### src/rtl/scard_tx_pkg.sv
package scard_tx_pkg;

    localparam int DATA_W = 8;

    typedef enum logic [2:0] {
        ST_IDLE,
        ST_START,
        ST_DATA,
        ST_PAR,
        ST_STOP
    } tx_state_e;

    typedef struct packed {
        logic [DATA_W-1:0] data;
        logic              par;
    } tx_frame_t;

    // Even parity is the XOR of the data; odd parity inverts it.
    function automatic logic frame_parity(input logic [DATA_W-1:0] d, input logic odd);
        return (^d) ^ odd;
    endfunction

endpackage

### src/rtl/scard_prescale.sv
module scard_prescale #(
    parameter int DIV_W = 8
) (
    input  logic             clk,
    input  logic             rst,
    input  logic             run,
    input  logic [DIV_W-1:0] div_n,
    output logic             tick
);
    logic [DIV_W-1:0] cnt_q;

    assign tick = run && (cnt_q == div_n);

    always_ff @(posedge clk) begin
        if (rst || !run) begin
            cnt_q <= '0;
        end else if (tick) begin
            cnt_q <= '0;
        end else begin
            cnt_q <= cnt_q + 1'b1;
        end
    end
endmodule

### src/rtl/scard_shifter.sv
module scard_shifter
    import scard_tx_pkg::*;
#(
    parameter int OVS = 16
) (
    input  logic      clk,
    input  logic      rst,
    input  logic      load,
    input  tx_frame_t frame_in,
    input  logic      tick,
    input  logic      line_in,
    output logic      txd,
    output logic      busy,
    output logic      done,
    output logic      stop_low
);
    localparam int OS_W  = $clog2(OVS);
    localparam int BIT_W = $clog2(DATA_W);
    localparam logic [OS_W-1:0]  OS_LAST  = OS_W'(OVS - 1);
    localparam logic [OS_W-1:0]  OS_MID   = OS_W'(OVS / 2 - 1);
    localparam logic [BIT_W-1:0] IDX_LAST = BIT_W'(DATA_W - 1);

    tx_state_e         state_q;
    logic [OS_W-1:0]   os_q;
    logic [BIT_W-1:0]  idx_q;
    logic [DATA_W-1:0] sh_q;
    logic              par_q;
    logic              txd_q;

    assign txd      = txd_q;
    assign busy     = (state_q != ST_IDLE);
    assign done     = (state_q == ST_STOP) && tick && (os_q == OS_LAST);
    assign stop_low = (state_q == ST_STOP) && tick && (os_q == OS_MID) && !line_in;

    always_ff @(posedge clk) begin
        if (rst) begin
            state_q <= ST_IDLE;
            os_q    <= '0;
            idx_q   <= '0;
            sh_q    <= '0;
            par_q   <= 1'b0;
            txd_q   <= 1'b1;
        end else if (state_q == ST_IDLE) begin
            if (load) begin
                state_q <= ST_START;
                os_q    <= '0;
                idx_q   <= '0;
                sh_q    <= frame_in.data;
                par_q   <= frame_in.par;
                txd_q   <= 1'b0;
            end
        end else if (tick) begin
            if (os_q != OS_LAST) begin
                os_q <= os_q + 1'b1;
            end else begin
                os_q <= '0;
                case (state_q)
                    ST_START: begin
                        state_q <= ST_DATA;
                        txd_q   <= sh_q[0];
                        sh_q    <= sh_q >> 1;
                    end
                    ST_DATA: begin
                        if (idx_q == IDX_LAST) begin
                            state_q <= ST_PAR;
                            txd_q   <= par_q;
                        end else begin
                            idx_q <= idx_q + 1'b1;
                            txd_q <= sh_q[0];
                            sh_q  <= sh_q >> 1;
                        end
                    end
                    ST_PAR: begin
                        state_q <= ST_STOP;
                        txd_q   <= 1'b1;
                    end
                    default: begin
                        state_q <= ST_IDLE;
                        txd_q   <= 1'b1;
                    end
                endcase
            end
        end
    end
endmodule

### src/rtl/scard_flags.sv
module scard_flags (
    input  logic clk,
    input  logic rst,
    input  logic irq_on_done,
    input  logic load,
    input  logic done,
    input  logic stop_low,
    input  logic irq_clr,
    input  logic err_clr,
    output logic irq,
    output logic perr
);
    logic irq_q;
    logic perr_q;
    logic irq_set;

    assign irq_set = irq_on_done ? done : load;
    assign irq     = irq_q;
    assign perr    = perr_q;

    always_ff @(posedge clk) begin
        if (rst) begin
            irq_q  <= 1'b0;
            perr_q <= 1'b0;
        end else begin
            if (irq_set) begin
                irq_q <= 1'b1;
            end else if (irq_clr) begin
                irq_q <= 1'b0;
            end
            if (stop_low) begin
                perr_q <= 1'b1;
            end else if (err_clr) begin
                perr_q <= 1'b0;
            end
        end
    end
endmodule

### src/rtl/scard_tx.sv
module scard_tx
    import scard_tx_pkg::*;
#(
    parameter int DIV_W = 8,
    parameter int OVS   = 16
) (
    input  logic              clk,
    input  logic              rst,
    input  logic              tx_en,
    input  logic              parity_odd,
    input  logic              irq_on_done,
    input  logic [DIV_W-1:0]  div_n,
    input  logic              wr_valid,
    input  logic [DATA_W-1:0] wr_data,
    input  logic              line_in,
    input  logic              irq_clr,
    input  logic              err_clr,
    output logic              txd,
    output logic              buf_empty,
    output logic              shift_empty,
    output logic              irq,
    output logic              perr
);
    logic [DATA_W-1:0] hold_q;
    logic              full_q;
    logic              busy;
    logic              load;
    logic              tick;
    logic              done;
    logic              stop_low;
    tx_frame_t         frame;

    assign load        = !busy && full_q && tx_en;
    assign frame.data  = hold_q;
    assign frame.par   = frame_parity(hold_q, parity_odd);
    assign buf_empty   = !full_q;
    assign shift_empty = !busy && !full_q;

    always_ff @(posedge clk) begin
        if (rst) begin
            full_q <= 1'b0;
            hold_q <= '0;
        end else if (load) begin
            full_q <= 1'b0;
        end else if (wr_valid && !full_q) begin
            full_q <= 1'b1;
            hold_q <= wr_data;
        end
    end

    scard_prescale #(.DIV_W(DIV_W)) u_pre (
        .clk   (clk),
        .rst   (rst),
        .run   (busy),
        .div_n (div_n),
        .tick  (tick)
    );

    scard_shifter #(.OVS(OVS)) u_shf (
        .clk      (clk),
        .rst      (rst),
        .load     (load),
        .frame_in (frame),
        .tick     (tick),
        .line_in  (line_in),
        .txd      (txd),
        .busy     (busy),
        .done     (done),
        .stop_low (stop_low)
    );

    scard_flags u_flg (
        .clk         (clk),
        .rst         (rst),
        .irq_on_done (irq_on_done),
        .load        (load),
        .done        (done),
        .stop_low    (stop_low),
        .irq_clr     (irq_clr),
        .err_clr     (err_clr),
        .irq         (irq),
        .perr        (perr)
    );
endmodule

### config.mk
export PLATFORM = sky130hd
export DESIGN_NAME = scard_tx
export DESIGN_NICKNAME = d
export VERILOG_FILES = /design/src/rtl/scard_tx_pkg.sv /design/src/rtl/scard_prescale.sv /design/src/rtl/scard_shifter.sv /design/src/rtl/scard_flags.sv /design/src/rtl/scard_tx.sv
export SDC_FILE = /design/constraint.sdc
export NUM_CORES = 1
export LEC_CHECK = 0
export BUFFER_PORTS_ARGS = -buffer_cell sky130_fd_sc_hd__buf_2
export CAP_MARGIN = 0
export CORE_MARGIN = 5
export CORE_UTILIZATION = 55
export CTS_CLUSTER_SIZE = 25
export DETAILED_ROUTE_END_ITERATION = 8
export PLACE_DENSITY = 0.83
export SLEW_MARGIN = 20
export SYNTH_ARGS = -nofsm -noshare
export SYNTH_HDL_FRONTEND = slang
export SYNTH_SLANG_ARGS = --single-unit
### constraint.sdc
create_clock -name clk -period 1.92 [get_ports clk]
set_input_delay 0.288 -clock clk [delete_from_list [all_inputs] [get_ports clk]]
set_output_delay 0.288 -clock clk [all_outputs]
set_load 0.01 [all_outputs]
==> results of run 1 <==
-- registers in the layout, summed over array words and instances, names as in the netlist --
name and cells:
u_shf.idx_q 3, u_shf.txd 1, u_flg.perr 1, u_flg.irq 1
u_shf.state_q 3, u_shf.sh_q 8, hold_q 8, u_shf.par_q 1
u_pre.cnt_q 8, full_q 1, u_shf.os_q 4
-- power groups by stage --
stage	sequential (mW)	combinational, mW	clock (mW)
CTS	0.863	0.225	0.540
finish	0.864	0.224	0.527
global route	0.867	0.249	0.578
floorplan	0.876	0.161	0
global placement	0.881	0.218	0
detailed placement	0.881	0.224	0
-- synth_stat cells (2+ instances only) --
library cell	instances	area share [%]
sky130_fd_sc_hd__dfxtp_1	39	38
sky130_fd_sc_hd__nor2_1	29	5.4
sky130_fd_sc_hd__nand2_1	25	4.6
sky130_fd_sc_hd__xnor2_1	16	6.9
sky130_fd_sc_hd__a21oi_1	9	2.2
sky130_fd_sc_hd__mux2i_1	9	4.4
sky130_fd_sc_hd__a311oi_1	8	3.5
sky130_fd_sc_hd__nand3_1	8	2.0
sky130_fd_sc_hd__nor3_1	7	1.7
sky130_fd_sc_hd__and3_1	5	1.5
sky130_fd_sc_hd__inv_1	5	0.92
sky130_fd_sc_hd__xor2_1	5	2.2
sky130_fd_sc_hd__buf_2	4	0.99
sky130_fd_sc_hd__clkbuf_1	4	0.74
sky130_fd_sc_hd__ha_1	4	2.5
sky130_fd_sc_hd__nand4_1	4	1.2
sky130_fd_sc_hd__nor4b_1	4	1.7
sky130_fd_sc_hd__buf_6	3	1.7
sky130_fd_sc_hd__nor2b_1	3	0.92
sky130_fd_sc_hd__o21ai_0	3	0.74
sky130_fd_sc_hd__a41o_1	2	0.99
sky130_fd_sc_hd__and2_1	2	0.62
sky130_fd_sc_hd__and4_1	2	0.86
sky130_fd_sc_hd__o21a_1	2	0.74
sky130_fd_sc_hd__or3_1	2	0.62
-- final timing paths --
kind	startpoint	endpoint	cells past startpoint
max	u_shf.idx_q[0]	u_shf.idx_q[0]	6
min	wr_valid	full_q	2
max reg2reg	u_shf.idx_q[0]	u_shf.idx_q[0]	6
min reg2reg	u_shf.par_q	u_shf.par_q	2
-- logic make-up after synthesis --
group,Yosys count,share of synthesized area (%)
DFF,39,38.47
xor gates and xnor gates,22,10.17
AOI/OAI and AO/OA,31,11.28
buffers and inverters,17,4.686
adders and majority gates,4,2.466
and+or+nand+nor,104,28.48
muxes,9,4.439
-- layout make-up --
type | count | area [µm²] | share of cell area, %
Tap cell | 48 | 60.06 | 2.568
Clock inverter | 1 | 5.005 | 0.2140
Clock buffer | 7 | 76.32 | 3.264
Timing Repair Buffer | 41 | 235.2 | 10.06
Sequential cell | 39 | 780.7 | 33.39
Multi-Input combinational cell | 170 | 1162 | 49.71
Inverter | 5 | 18.77 | 0.8026
-- metal layers --
metal / vias up / GRT usage [%] / part of all wire (%)
li1: 868 / - / -
met1: 798 / 22.77 / 46
met2: 42 / 28.94 / 49
met3: 4 / 3.977 / 4.9
met4: 0 / 4.802 / 0.80
met5: - / 0 / 0
-- timing repair --
action,4_1_cts,5_1_grt
hold endpoints to repair,0,0
setup buffers,0,0
resized for setup,0,3
hold buffers,0,0
endpoints found under the setup margin,0,11
-- per-stage QoR --
| stage | util, % | instances |
|---|---|---|
| after floorplan | - | 226 |
| after CTS | 64.61 | 311 |
| after detailed placement | 62.35 | 303 |
| final | 64.85 | 311 |
| after global placement | 62.35 | 303 |
| after global routing | 64.85 | 311 |
==> impl_metrics.tcl, run 1 <==
set metrics [dict create \
    port_buffers 29 \
    number_of_antenna_violations_at_the_first_check_in_global_routing 0 \
    cts.htree.levels 2 \
    grt_setup_unrepaired "no" \
    final.min_clock_period_ps 1771 \
    fin_hold_ws_ps 215.4 \
    detailedPlace.worstSlack_ps 25.36 \
    dp_hpwl_um 3180 \
    area_growth_syn_to_layout_pct 15.23 \
    cp_top_family "simple AND/OR/NAND/NOR gates" \
    clock_power_share_pct 32.6 \
    outcome "finished, final reports clean" \
    synth.avg_cell_area_um2 8.980 \
    crit_required_ps 2110 \
    maximum_achievable_frequency_mhz 564.7 \
    route.detailed.drc 0 \
    max-clock-path-buffers 2 \
    nNetsFinal 291 \
    clock-skew-final_ps 6.457 \
    wire_length_of_the_first_global_routing_pass_um 7169 \
    yosysWarnings 0 \
    crit_path_end_kind "flop" \
    timing.critical_path.arrival_ps 1960 \
    mostFrequentLayoutCells "sky130_fd_sc_hd__dfxtp_1, sky130_fd_sc_hd__nor2_1, sky130_fd_sc_hd__buf_2, sky130_fd_sc_hd__nand2_1, sky130_fd_sc_hd__xnor2_1" \
    worst-slew-pin-transition_ps 558.2 \
    first_iter_violations 102 \
    timing.final.ws_setup_ps 149.2 \
    first_global_vias 1665 \
    min_path_type "input pin to flop" \
    critPathLaunchType "flop" \
    synth_edf_count 0 \
    slew_viol_final 0 \
    dr_total_vias 1712 \
    placementRows 22 \
    drt_pre_antenna_iters 4 \
    finalInstanceArea_um2 2338 \
    fin_crit_sh_pct 92.23 \
    clock_sinks 39 \
    power_frac_seq_pct 53.5 \
    slew_headroom_pct 62.27 \
    die_area_um2 5005 \
    total_count_of_hold_check_failures_in_the_final_report 0 \
    netlist_area_um2 2029 \
    p_int_mw 1.204 \
    max-cap-violations 0 \
    power.switching_mw 0.4105 \
    setup-violations-final 0 \
    ys_async_sr_fraction_pct 0 \
    postPlaceCellArea_um2 2248 \
    synth_top_flop_cell "sky130_fd_sc_hd__dfxtp_1" \
    n_antenna_cell 0 \
    path_buf_inv 0 \
    viasPerCell 5.505 \
    cts_tree "yes" \
    total_clock_buffers_created_by_cts 5 \
    worst_setup_hold_path_clk_slew_ps 80 \
    floorplan.core_area_um2 3606 \
    place_congestion 0.8148 \
    worst-r2r-setup-slack_ps 150 \
    timing.critical_path.mode_cell "sky130_fd_sc_hd__ha_1" \
    grt_start_max_net_pins 19 \
    detail_route.wl_per_cell_um 13.71 \
    num-fill-cells 298 \
    total_leakage_power_nw 0.9511 \
    slowest_stage "sky130_fd_sc_hd__dfxtp_1" \
    max-vdd-ir-drop_mv 0.6241 \
    final_layout_size_suffix_gt1_share_pct 23.19 \
    synth_seq_cells 39 \
    power_mw 1.615 \
    path_max_fanout 4 \
    synth.distinct_cells 47 \
    die_h_um 70.75 \
    comb_power_share_pct 13.9 \
    critical_path.cell_chain "ha_1, ha_1, nor4b_2, and2_1, a21oi_1, a311oi_1" \
    p_per_area_nw_per_um2 690.5 \
    postSynthCellCount 226 \
    critical_path_s_largest_stage_delay_ps 330 \
    setup.worst_path.class "flop to flop" \
    net_switching_fraction_of_the_power_pct 25.42 \
    antenna_left 0 \
    root_buffer_cell "sky130_fd_sc_hd__clkbuf_8" \
    timing.setup.tns_ps 0 \
    postSynthNetCount 255 \
    yosysSeqAreaShare_pct 38.47 \
    die_w_um 70.75 \
    start_util_pct 56.28 \
    detail_route.wirelength_um 4264 \
    worst_skew_pair.late_latency_ps 290 \
    top_level_ports 30 \
    gr-usage-all-layers_pct 17.44 \
    global_route.overflow_total 0 \
    mostFrequentLayoutCell "sky130_fd_sc_hd__dfxtp_1" \
]
Note: power is estimated with default switching activity, not from simulation.
==> inputs of run 2 (changes only) <==
--- a/config.mk
+++ b/config.mk
@@ -8,10 +8,11 @@
 export BUFFER_PORTS_ARGS = -buffer_cell sky130_fd_sc_hd__buf_2
 export CAP_MARGIN = 0
 export CORE_MARGIN = 5
-export CORE_UTILIZATION = 55
+export CORE_UTILIZATION = 51
 export CTS_CLUSTER_SIZE = 25
 export DETAILED_ROUTE_END_ITERATION = 8
-export PLACE_DENSITY = 0.83
+export MAX_ROUTING_LAYER = met4
+export PLACE_DENSITY = 0.81
 export SLEW_MARGIN = 20
 export SYNTH_ARGS = -nofsm -noshare
 export SYNTH_HDL_FRONTEND = slang
==> constraint.sdc (replaced) <==
create_clock -name clk -period 1.46 [get_ports clk]
set_input_delay 0.219 -clock clk [delete_from_list [all_inputs] [get_ports clk]]
set_output_delay 0.219 -clock clk [all_outputs]
set_load 0.01 [all_outputs]
==> run 2 against run 1 <==
The flow now finishes with violations (setup timing). Total power grew 43%. Worst hold slack lost 73 ps. Register-to-register slack worse by 450 ps. Sequential cell count unchanged. Combinational power rose by 81%. Critical path type unchanged.
==> impl_metrics.tcl, run 2 (synthesized netlist as in run 1, its figures left out) <==
set metrics [dict create \
    p_per_area_nw_per_um2 771.3 \
    min_path_type "input pin to flop" \
    layout.core_utilization_pct 75.88 \
    use_met3_pct 5.372 \
    timing.critical_path.arrival_ps 1960 \
    critical_path.cell_chain "ha_4, ha_4, nor4b_2, nor2_1, a21oi_2, a21oi_1, a41o_1" \
    cts.htree.levels 2 \
    num-fill-cells 258 \
    mostFrequentLayoutCell "sky130_fd_sc_hd__buf_4" \
    place_congestion 0.8950 \
    setup.worst_path.class "flop to flop" \
    max-cap-violations 0 \
    max-vdd-ir-drop_mv 0.6714 \
    path_max_fanout 3 \
    detail_route.wl_per_cell_um 16.69 \
    mostFrequentLayoutCells "sky130_fd_sc_hd__buf_4, sky130_fd_sc_hd__buf_2, sky130_fd_sc_hd__nor2_1, sky130_fd_sc_hd__nand2_1, sky130_fd_sc_hd__dfxtp_1" \
    final_layout_size_suffix_gt1_share_pct 50.98 \
    floorplan.core_area_um2 3943 \
    clock-skew-final_ps 4.780 \
    max-clock-path-buffers 2 \
    nNetsFinal 334 \
    outcome "complete, but fails checks" \
    grt_start_max_net_pins 16 \
    first_global_vias 2016 \
    antenna_left 0 \
    net_switching_fraction_of_the_power_pct 28.26 \
    placementRows 23 \
    failed_checks "setup timing" \
    final.min_clock_period_ps 1763 \
    dp_hpwl_um 3784 \
    crit_path_end_kind "flop" \
    top_level_ports 30 \
    p_int_mw 1.655 \
    grt.busiest_layer "met2" \
    power_mw 2.308 \
    die_h_um 73.08 \
    number_of_antenna_violations_at_the_first_check_in_global_routing 0 \
    die_area_um2 5341 \
    dr_total_vias 2015 \
    fin_crit_sh_pct 120.8 \
    route.detailed.drc 0 \
    worst-slew-pin-transition_ps 448.0 \
    slew_headroom_pct 69.82 \
    worst_skew_pair.late_latency_ps 300 \
    critPathLaunchType "flop" \
    gr-usage-all-layers_pct 22.39 \
    grtUsageMet1_pct 25.92 \
    wire_length_of_the_first_global_routing_pass_um 9004 \
    total_count_of_hold_check_failures_in_the_final_report 0 \
    maximum_achievable_frequency_mhz 567.2 \
    timing.critical_path.mode_cell "sky130_fd_sc_hd__ha_4" \
    cts_tree "yes" \
    first_iter_violations 132 \
    start_util_pct 51.48 \
    detail_route.wirelength_um 5940 \
    grt_setup_unrepaired "yes" \
    largest_registers "hold_q (8), u_pre.cnt_q (8), u_shf.sh_q (8)" \
    critical_path_s_largest_stage_delay_ps 350 \
    root_buffer_cell "sky130_fd_sc_hd__clkbuf_8" \
    total_leakage_power_nw 1.296 \
    post_layout_nonfiller_instances 356 \
    comb_power_share_pct 17.5 \
    worst_setup_hold_path_clk_slew_ps 80 \
    detailedPlace.worstSlack_ps -180.2 \
    global_route.overflow_total 0 \
    total_clock_buffers_created_by_cts 5 \
    die_w_um 73.08 \
    n_antenna_cell 0 \
    crit_required_ps 1650 \
    area_growth_syn_to_layout_pct 47.41 \
    viasPerCell 5.660 \
    clock_power_share_pct 33.0 \
    slew_viol_final 0 \
    postCtsHoldBufs 0 \
    setup-violations-final 19 \
    timing.setup.tns_ps -3062 \
    power.switching_mw 0.6521 \
    grtUsageMet2_pct 36.25 \
    clock_sinks 39 \
    power_frac_seq_pct 49.5 \
    drt_pre_antenna_iters 4 \
    timing.final.ws_setup_ps -303.0 \
    slowest_stage "sky130_fd_sc_hd__dfxtp_2" \
    placed_cells_incl_taps 332 \
    port_buffers 29 \
]
-- run 2: worst max-delay path: cells and delay by family, from the launching register on --
family | cells | cell delay [ps]
compound gates | 3 | 560
simple gates | 2 | 430
flops | 1 | 350
fa+ha+maj | 2 | 320
-- run 2: power groups by stage --
stage	Sequential (mW)	Combinational (mW)	Clock (mW)
2_1_floorplan	1.15	0.226	0
3_3_place_gp	1.16	0.334	0
3_5_place_dp	1.16	0.345	0
4_1_cts	1.14	0.373	0.777
5_1_grt	1.14	0.433	0.832
6_report	1.14	0.405	0.761
-- run 2: final timing paths --
kind | cells past startpoint | start | slack, ps | to
worst max-delay path | 7 | u_shf.idx_q[1] | -300 | u_shf.idx_q[2]
worst min-delay path | 2 | wr_valid | 140 | full_q
worst min register to register | 2 | u_flg.perr | 500 | u_flg.perr
worst max register to register | 7 | u_shf.idx_q[1] | -300 | u_shf.idx_q[2]
-- run 2: final cells by class --
| cell class | instances | area (µm²) | area share, % |
|---|---|---|---|
| Timing Repair Buffer | 84 | 633.1 | 21.16 |
| Tap cell | 50 | 62.56 | 2.091 |
| Multi-Input combinational cell | 170 | 1381 | 46.17 |
| Clock buffer | 5 | 68.82 | 2.300 |
| Clock inverter | 3 | 23.77 | 0.7946 |
| Inverter | 5 | 18.77 | 0.6274 |
| Sequential cell | 39 | 803.3 | 26.85 |
-- run 2: layer usage --
metal / routed length (µm) / vias to the layer above
met1: 2369 / 970
met5: 0 / -
met4: 161 / 0
met2: 3111 / 68
li1: - / 958
met3: 298 / 19
-- run 2: stage by stage --
stage	area (µm²)	hold WS, ps
global placement	2611	423.1
finish	2992	142.8
CTS	2859	132.5
floorplan	2166	329.2
global route	2992	152.1
detailed placement	2611	444.5
-- run 2: repair_timing --
item | CTS | global route
pin swaps | 7 | 20
buffers inserted | 10 | 8
gates resized for setup | 24 | 26
setup endpoints to repair | 19 | 32
